## src/rtl/imx_pkg.sv

```systemverilog
package imx_pkg;

    localparam int IMX_WORD_W  = 32;
    localparam int IMX_FIELD_W = 12;
    localparam int IMX_BYTE_W  = 8;
    localparam int IMX_LANES   = IMX_WORD_W / IMX_BYTE_W;
    localparam int IMX_ROT_W   = $clog2(IMX_WORD_W);
    localparam int IMX_REG_W   = 4;

    typedef enum logic {
        IMX_MODE_ROTBYTE = 1'b0,
        IMX_MODE_COMPACT = 1'b1
    } imx_mode_e;

    typedef struct packed {
        logic [IMX_WORD_W-1:0] value;
        logic                  carry;
        logic [IMX_WORD_W-1:0] imm12_zx;
        logic [IMX_WORD_W-1:0] off7;
        logic [IMX_WORD_W-1:0] off8;
        logic                  forbidden;
    } imx_result_t;

    // rotate right through a doubled word, so an amount of zero returns v
    function automatic logic [IMX_WORD_W-1:0] imx_ror(
        input logic [IMX_WORD_W-1:0] v,
        input logic [IMX_ROT_W-1:0]  n
    );
        logic [2*IMX_WORD_W-1:0] dbl;
        dbl = {v, v} >> n;
        return dbl[IMX_WORD_W-1:0];
    endfunction

endpackage

```

## src/rtl/imx_rotbyte_path.sv

```systemverilog
module imx_rotbyte_path
    import imx_pkg::*;
(
    input  logic [IMX_FIELD_W-1:0] field,
    input  logic                   carry_in,
    output logic [IMX_WORD_W-1:0]  value,
    output logic                   carry_out
);
    localparam int CNT_W = IMX_FIELD_W - IMX_BYTE_W;

    logic [CNT_W-1:0]     rot_cnt;
    logic [IMX_ROT_W-1:0] rot_amt;

    assign rot_cnt = field[IMX_FIELD_W-1:IMX_BYTE_W];
    // the amount is always even: count shifted left by one
    assign rot_amt = {rot_cnt, 1'b0};

    always_comb begin
        value     = imx_ror({{(IMX_WORD_W-IMX_BYTE_W){1'b0}}, field[IMX_BYTE_W-1:0]}, rot_amt);
        carry_out = (rot_cnt == '0) ? carry_in : value[IMX_WORD_W-1];
    end

endmodule

```

## src/rtl/imx_compact_path.sv

```systemverilog
module imx_compact_path
    import imx_pkg::*;
(
    input  logic                  op_hi,
    input  logic [2:0]            op_mid,
    input  logic [IMX_BYTE_W-1:0] op_lo,
    input  logic                  carry_in,
    output logic [IMX_FIELD_W-1:0] field,
    output logic [IMX_WORD_W-1:0] value,
    output logic                  carry_out
);
    logic [IMX_WORD_W-1:0] rep_value;
    logic [IMX_WORD_W-1:0] rot_value;
    logic [IMX_LANES-1:0]  lane_en;
    logic                  use_rep;

    assign field   = {op_hi, op_mid, op_lo};
    assign use_rep = (field[11:10] == 2'b00);

    // lane enables per replication selector
    always_comb begin
        unique case (field[9:8])
            2'd0:    lane_en = 4'b0001;
            2'd1:    lane_en = 4'b0101;
            2'd2:    lane_en = 4'b1010;
            default: lane_en = 4'b1111;
        endcase
    end

    for (genvar g = 0; g < IMX_LANES; g++) begin : g_lane
        assign rep_value[g*IMX_BYTE_W +: IMX_BYTE_W] =
            lane_en[g] ? field[IMX_BYTE_W-1:0] : '0;
    end

    // implied leading one above seven payload bits
    assign rot_value = imx_ror({{(IMX_WORD_W-IMX_BYTE_W){1'b0}}, 1'b1, field[6:0]},
                               field[11:7]);

    always_comb begin
        if (use_rep) begin
            value     = rep_value;
            carry_out = carry_in;
        end else begin
            value     = rot_value;
            carry_out = rot_value[IMX_WORD_W-1];
        end
    end

endmodule

```

## src/rtl/imx_side_fields.sv

```systemverilog
module imx_side_fields
    import imx_pkg::*;
(
    input  logic [IMX_FIELD_W-1:0] field,
    input  logic [IMX_BYTE_W-1:0]  op_lo,
    input  logic [IMX_REG_W-1:0]   reg_num,
    output logic [IMX_WORD_W-1:0]  imm12_zx,
    output logic [IMX_WORD_W-1:0]  off7_x4,
    output logic [IMX_WORD_W-1:0]  off8_x4,
    output logic                   forbidden
);
    assign imm12_zx  = {{(IMX_WORD_W-IMX_FIELD_W){1'b0}}, field};
    assign off7_x4   = {{(IMX_WORD_W-9){1'b0}}, op_lo[6:0], 2'b00};
    assign off8_x4   = {{(IMX_WORD_W-10){1'b0}}, op_lo, 2'b00};
    assign forbidden = (reg_num == 4'd13) || (reg_num == 4'd15);
endmodule

```

## src/rtl/imm_expand_unit.sv

```systemverilog
module imm_expand_unit
    import imx_pkg::*;
(
    input  logic                  clk,
    input  logic                  rst_n,
    input  logic                  mode,
    input  logic [IMX_WORD_W-1:0] opword,
    input  logic                  carry_in,
    input  logic [IMX_REG_W-1:0]  reg_num,
    output logic [IMX_WORD_W-1:0] imm_value,
    output logic                  carry_out,
    output logic [IMX_WORD_W-1:0] imm12_zx,
    output logic [IMX_WORD_W-1:0] off7_x4,
    output logic [IMX_WORD_W-1:0] off8_x4,
    output logic                  reg_forbidden
);
    imx_mode_e             mode_sel;
    logic [IMX_WORD_W-1:0] rb_value;
    logic                  rb_carry;
    logic [IMX_WORD_W-1:0] cp_value;
    logic                  cp_carry;
    logic [IMX_FIELD_W-1:0] cp_field;
    logic [IMX_WORD_W-1:0] sd_imm12;
    logic [IMX_WORD_W-1:0] sd_off7;
    logic [IMX_WORD_W-1:0] sd_off8;
    logic                  sd_forbid;
    imx_result_t           res_d;
    imx_result_t           res_q;

    assign mode_sel = imx_mode_e'(mode);

    imx_rotbyte_path u_rotbyte (
        .field     (opword[IMX_FIELD_W-1:0]),
        .carry_in  (carry_in),
        .value     (rb_value),
        .carry_out (rb_carry)
    );

    imx_compact_path u_compact (
        .op_hi     (opword[26]),
        .op_mid    (opword[14:12]),
        .op_lo     (opword[7:0]),
        .carry_in  (carry_in),
        .field     (cp_field),
        .value     (cp_value),
        .carry_out (cp_carry)
    );

    imx_side_fields u_side (
        .field     (cp_field),
        .op_lo     (opword[7:0]),
        .reg_num   (reg_num),
        .imm12_zx  (sd_imm12),
        .off7_x4   (sd_off7),
        .off8_x4   (sd_off8),
        .forbidden (sd_forbid)
    );

    always_comb begin
        res_d = '0;
        if (mode_sel == IMX_MODE_COMPACT) begin
            res_d.value = cp_value;
            res_d.carry = cp_carry;
        end else begin
            res_d.value = rb_value;
            res_d.carry = rb_carry;
        end
        res_d.imm12_zx  = sd_imm12;
        res_d.off7      = sd_off7;
        res_d.off8      = sd_off8;
        res_d.forbidden = sd_forbid;
    end

    always_ff @(posedge clk) begin
        if (!rst_n) res_q <= '0;
        else        res_q <= res_d;
    end

    assign imm_value     = res_q.value;
    assign carry_out     = res_q.carry;
    assign imm12_zx      = res_q.imm12_zx;
    assign off7_x4       = res_q.off7;
    assign off8_x4       = res_q.off8;
    assign reg_forbidden = res_q.forbidden;

    // same inputs on two edges in a row give an unchanged result
    assert_pure_function_R1: assert property (@(posedge clk) disable iff (!rst_n)
        ($past(rst_n) && $past(rst_n, 2) &&
         $past({mode, opword, carry_in, reg_num}) == $past({mode, opword, carry_in, reg_num}, 2))
        |-> ($stable(imm_value) && $stable(carry_out) && $stable(imm12_zx) &&
             $stable(off7_x4) && $stable(off8_x4) && $stable(reg_forbidden)));

    // zero rotate count passes the byte and the carry straight through
    assert_rot_zero_pass_R3: assert property (@(posedge clk) disable iff (!rst_n)
        ($past(rst_n) && $past(mode == 1'b0 && opword[11:8] == 4'd0))
        |-> (imm_value == {24'd0, $past(opword[7:0])} && carry_out == $past(carry_in)));

    // a rotation keeps the bit count and carries out the top bit
    assert_rot_carry_R2: assert property (@(posedge clk) disable iff (!rst_n)
        ($past(rst_n) && $past(mode == 1'b0 && opword[11:8] != 4'd0))
        |-> (carry_out == imm_value[31] &&
             $countones(imm_value) == $countones($past(opword[7:0]))));

    // full replication puts four copies of the byte in the word, carry passes
    assert_rep_all_R5: assert property (@(posedge clk) disable iff (!rst_n)
        ($past(rst_n) && $past(mode == 1'b1 && opword[26] == 1'b0 && opword[14:12] == 3'b011))
        |-> ($countones(imm_value) == 4 * $countones($past(opword[7:0])) &&
             carry_out == $past(carry_in)));

    // rotated form has one more set bit than its payload and carries out bit 31
    assert_cmp_rot_R6: assert property (@(posedge clk) disable iff (!rst_n)
        ($past(rst_n) && $past(mode == 1'b1 && (opword[26] || opword[14])))
        |-> (carry_out == imm_value[31] &&
             $countones(imm_value) == 1 + $countones($past(opword[6:0]))));

    // flag only for numbers with bits 0, 2 and 3 all set
    assert_reg_flag_R8: assert property (@(posedge clk) disable iff (!rst_n)
        $past(rst_n) |-> (reg_forbidden == $past(reg_num[3] & reg_num[2] & reg_num[0])));

endmodule

```

## config.mk

```make
export PLATFORM = sky130hd
export DESIGN_NAME = imm_expand_unit
export DESIGN_NICKNAME = d
export VERILOG_FILES = /design/src/rtl/imx_pkg.sv /design/src/rtl/imx_rotbyte_path.sv /design/src/rtl/imx_compact_path.sv /design/src/rtl/imx_side_fields.sv /design/src/rtl/imm_expand_unit.sv
export SDC_FILE = /design/constraint.sdc
export NUM_CORES = 1
export LEC_CHECK = 0
export BUFFER_PORTS_ARGS = -buffer_cell sky130_fd_sc_hd__buf_2
export CAP_MARGIN = 20
export CORE_ASPECT_RATIO = 1.1
export CORE_MARGIN = 2
export CORE_UTILIZATION = 52
export CTS_CLUSTER_SIZE = 14
export DETAILED_ROUTE_END_ITERATION = 10
export GPL_TIMING_DRIVEN = 0
export PLACE_DENSITY = 0.86
export SLEW_MARGIN = 40
export SYNTH_ARGS = -nofsm -noshare
export SYNTH_HDL_FRONTEND = slang
export SYNTH_SLANG_ARGS = --single-unit
```

## constraint.sdc

```tcl
create_clock -name clk -period 3.3 [get_ports clk]
set_input_delay 0.33 -clock clk [delete_from_list [all_inputs] [get_ports clk]]
set_output_delay 0.33 -clock clk [all_outputs]
set_load 0.02 [all_outputs]
```

# Word-level counts from Yosys, hierarchy flattened
# Cells that the tools add are included.
# totals
output_inout_bits	130
ff_bits	130
elab_cells	28
inputBits	40
# op_classes
shifts	2
n_mux	9
n_eq_ne	4
n_reduce_logical	4
# op_table
op	count
$shr 40x5->32	2
$mux 33	1
$mux 32	1
$mux 8	4
$pmux 4 s3	1
$eq 4x4->1 const B	2
$logic_not 2->1	2
$logic_not 4->1	1
$eq 2x1->1 const B	1
$eq 2x2->1 const B	1
$mux 1	2
$logic_or 1x1->1	1

# Logic depth before layout (Yosys ltp)
# logic_depth
ltp_word	5
depth_mapped	8
ltp_nobuf	4

# By module
# From an unflattened synthesis, not the netlist that was laid out.
# unflattened
hier_cells	685
area_unflattened_um2	6389.9
# by_module_without_submodules
module	area_each_um2	instances	seq_area_each_um2	cells_per_inst
imm_expand_unit	3886.2	1	2602.5	311
imx_compact_path	1089.8	1	0.0	175
imx_side_fields	730.7	1	0.0	98
imx_rotbyte_path	683.2	1	0.0	101

# Worst setup path before layout
# Ideal clock, no wire load.
# synth_path
path_kind	input to register
start	in opword[7]
end	reg res_q (netlist bit imm_value[23])
setup_time_ns	0.119
stages	5
arrival_time_ns	1.553
setup_slack_ns	1.628
path_cell_list	buf_6 > mux4_1 > nor2_1 > nor3_1 > o221a_2
# synth_between
elab_chain_cells	3
# synth_lines
element	line	text
start, declared	imm_expand_unit.sv:7	input logic [IMX_WORD_W-1:0] opword,
$shr 40x5->32 or $mux 8 (tied branches)	imx_pkg.sv:30, imx_compact_path.sv:32	
$mux 32	imx_compact_path.sv:40	if (use_rep) begin
$mux 33 *	imm_expand_unit.sv:61	if (mode_sel == IMX_MODE_COMPACT) begin
end signal, assigned	imm_expand_unit.sv:76	else res_q <= res_d;
end, declared	imm_expand_unit.sv:28	imx_result_t res_q;
# Mark *: on every way between the ends. The rest lies on a longest branch, timed or not.
# A chain may end at the register's enable or synchronous reset.

# Worst setup path in the final report
# layout_path
start	in opword[6]
end	reg res_q (netlist bit imm_value[20])
# layout_between
elab_chain_cells	3
# layout_lines
element	line	text
$shr 40x5->32	imx_pkg.sv:30	dbl = {v, v} >> n;
$mux 32	imx_compact_path.sv:40	
$mux 33 *	imm_expand_unit.sv:61	
# Marks and branches as above.

==> run_results.csv <==
group,metric,value,unit
yosys,synthTopCellsByArea,"dfxtp_1, buf_4, mux2i_1, o21ai_0, a21oi_1",
detailed_routing,drtPass1Iterations,6,
cells_and_area,n_antenna_cell,0,
worst_setup_path,worstSetupStartpointType,"input port",
power_and_ir_drop,clkPwrFrac,0.232,
cts,numCtsBuffers,5,
power_and_ir_drop,power.switching,0.5806,mW
cts,h-tree-depth,2,
cells_and_area,finalNetCount,659,
cts,cts_root_buffer,"clkbuf_8",
placement,io_buffers,78,
floorplanning,ios,170,
cts,cts_buffer_depth,2,
floorplanning,die_y,92.92,um
floorplanning,rows,32,
placement,gp_congestion,1.014,
global_route,track_usage,0.3302,
detailed_routing,wl_met1,4786,um
min_path,hp-class,"input port to register",
detailed_routing,ant_nets,0,
detailed_routing,initialDrtViolationCount,522,
timing,tightest_slew,0.9051,ns
yosys,synthTopCellsByCount,"buf_4, dfxtp_1, clkbuf_1",
timing,hold_viol,0,
run_status,outcome,"finished clean",
timing,post-route-period-util,0.6269,
global_route,antenna_found_initial,0,
detailed_routing,top_layer,"met4",
power_and_ir_drop,p_sw_frac,0.3813,
detailed_routing,drc,0,
power_and_ir_drop,p_leak,2.277,nW
timing,rsz0062_at_grt,"no",
timing,min_period,2.069,ns
timing,fin_setup_tns,0,ns
timing,finalSetupViolations,0,
power_and_ir_drop,vdd_drop_max,0.2268,mV
cts,cts.reportedPaths.clkPinSlew,0.09,ns
worst_setup_path,cp.arrival,2.25,ns
yosys,synth_edf_count,0,
yosys,yosysUniqueCellTypes,60,
placement,hpwl,10020,um
power_and_ir_drop,power.density,332.8,nW/um2
cts,cts_resized,0,
power_and_ir_drop,seq_power_share,0.390,
timing,slew_violations,0,
placement,dp.cells,697,
cts,tritoncts,"built",
yosys,yosysSeqAreaShare,0.2464,
power_and_ir_drop,combPwrFrac,0.378,
cells_and_area,final_cells,705,
yosys,async_reset_ff_frac,0,
floorplanning,initial_core_util,0.5334,
yosys,yosysTopAreaCellShare,0.2464,
worst_setup_path,critPathMaxFanout,10,
yosys,synth_seq_cells,46,
power_and_ir_drop,internal-power,0.9421,mW
cells_and_area,area_delta_synth_final,22.43,%
yosys,synth_most_common_cell,"buf_4",
global_route,grt_pass1_wl,20170,um
floorplanning,dieWidth,84.83,um
yosys,synthCells,466,
yosys,synth.avg_cell_area,8.020,um2
worst_setup_path,cp-end-kind,"register",
floorplanning,core-area,7007,um2
global_route,grt_pass1_vias,3912,
detailed_routing,num_vias,4122,
worst_setup_path,cpPeakStageDelay,0.50,ns
cts,cts_hold_buffers,0,
yosys,ys_dominant_reg_cell,"dfxtp_1",
cts,clock_sinks,46,
detailed_routing,wl,13190,um
job,cap_viol_max_count,0,
floorplanning,die-area,7882,um2
cells_and_area,layout-drive-gt1-share,0.3129,
yosys,yosysTopAreaCell,"dfxtp_1",
worst_setup_path,crit_required,3.48,ns
timing,relSlewSlack,0.3953,
worst_setup_path,crit_type,"input port to register",
cts,cts_setup_buffers,0,
worst_setup_path,cp_cell_sequence,"buf_2 -> clkbuf_1 -> or3b_2 -> a21boi_0 -> nand2_1 -> a311oi_1",
detailed_routing,via_per_inst,5.847,
worst_setup_path,slowest_stage,"clkbuf_1",
timing,fmax,483.4,MHz
global_route,grt_overflow,0,
detailed_routing,wl_per_cell,18.71,um
yosys,yosys_warnings,0,
detailed_routing,wl_met2,5921,um
detailed_routing,met3RoutedLength,1550,um
global_route,grt_max_degree,15,
yosys,synthesis.area,3737,um2
-- path summary, 6_finish.rpt --
check / depth (start not counted) / to / from
setup / recovery: 6 / imm_value[20]$_SDFF_PN0_ / opword[6]
hold / removal: 2 / reg_forbidden$_SDFF_PN0_ / reg_num[0]
-- critical path, delay by kind of cell --
family / cells / cell delay, ns
compound gates: 2 / 0.91
buf+inv: 2 / 0.65
simple gates: 2 / 0.35
-- final cells by class --
class / count / area [um2]
Fill cell: 647 / 2431
Tap cell: 85 / 106.4
Sequential cell: 46 / 920.9
Timing Repair Buffer: 78 / 390.4
Buffer: 126 / 814.5
Clock inverter: 2 / 13.76
Multi-Input combinational cell: 353 / 2223
Clock buffer: 6 / 72.57
Inverter: 9 / 33.78
-- layer usage --
| metal | global-route usage | vias to the layer above |
|---|---|---|
| met1 | 0.3891 | 1840 |
| met5 | 0 | - |
| met2 | 0.5322 | 354 |
| met4 | 0.2341 | 0 |
| met3 | 0.06684 | 83 |
| li1 | - | 1845 |
-- metrics by stage --
step	setup WS [ns]	power, mW	cell area, um2	utilization	hold WS (ns)
finish	1.231	1.523	4576	0.6530	0.2753
global route	1.191	1.576	4576	0.6530	0.2820
CTS	1.427	1.510	4576	0.6530	0.2791
detailed placement	1.108	1.163	4489	0.6407	0.5987
global placement	1.060	1.160	4489	0.6407	0.5975
floorplan	1.628	1.021	3993	-	0.5012
-- flip-flops by register name (all words and copies together), names as in the netlist --
register	count
reg_forbidden	1
imm_value	32
carry_out	1
imm12_zx	12
-- cell families after synthesis --
family          count (synthesis)  share of synthesized area
compound gates                118                     0.2220
flops                          46                     0.2464
other cells                     1                   0.001003
buf+inv                       135                     0.2270
mux                            28                     0.1004
simple gates                  138                     0.2032
-- cells in the final DEF (no fill, tap or decap), types with 10 or more instances in the layout --
cell      netlist  final
a21oi_1        22     22
and2_1         11     11
and3_1         10     10
buf_2           9     87
buf_4          84     84
clkbuf_1       29     30
conb_1          1     69
dfxtp_1        46     46
mux2i_1        15     15
nand2_1        21     21
nand3_1        16     16
nor2_1         21     21
nor2b_1        14     14
nor3_1         10     10
o21ai_0        23     23
-- power groups by stage --
stage               Clock [mW]  Sequential [mW]  Combinational, mW
floorplan                    0            0.646              0.375
global placement             0            0.605              0.555
detailed placement           0            0.607              0.556
CTS                      0.359            0.594              0.558
global route             0.371            0.596              0.609
finish                   0.353            0.593              0.576
Power figures use the tool's default switching activity.
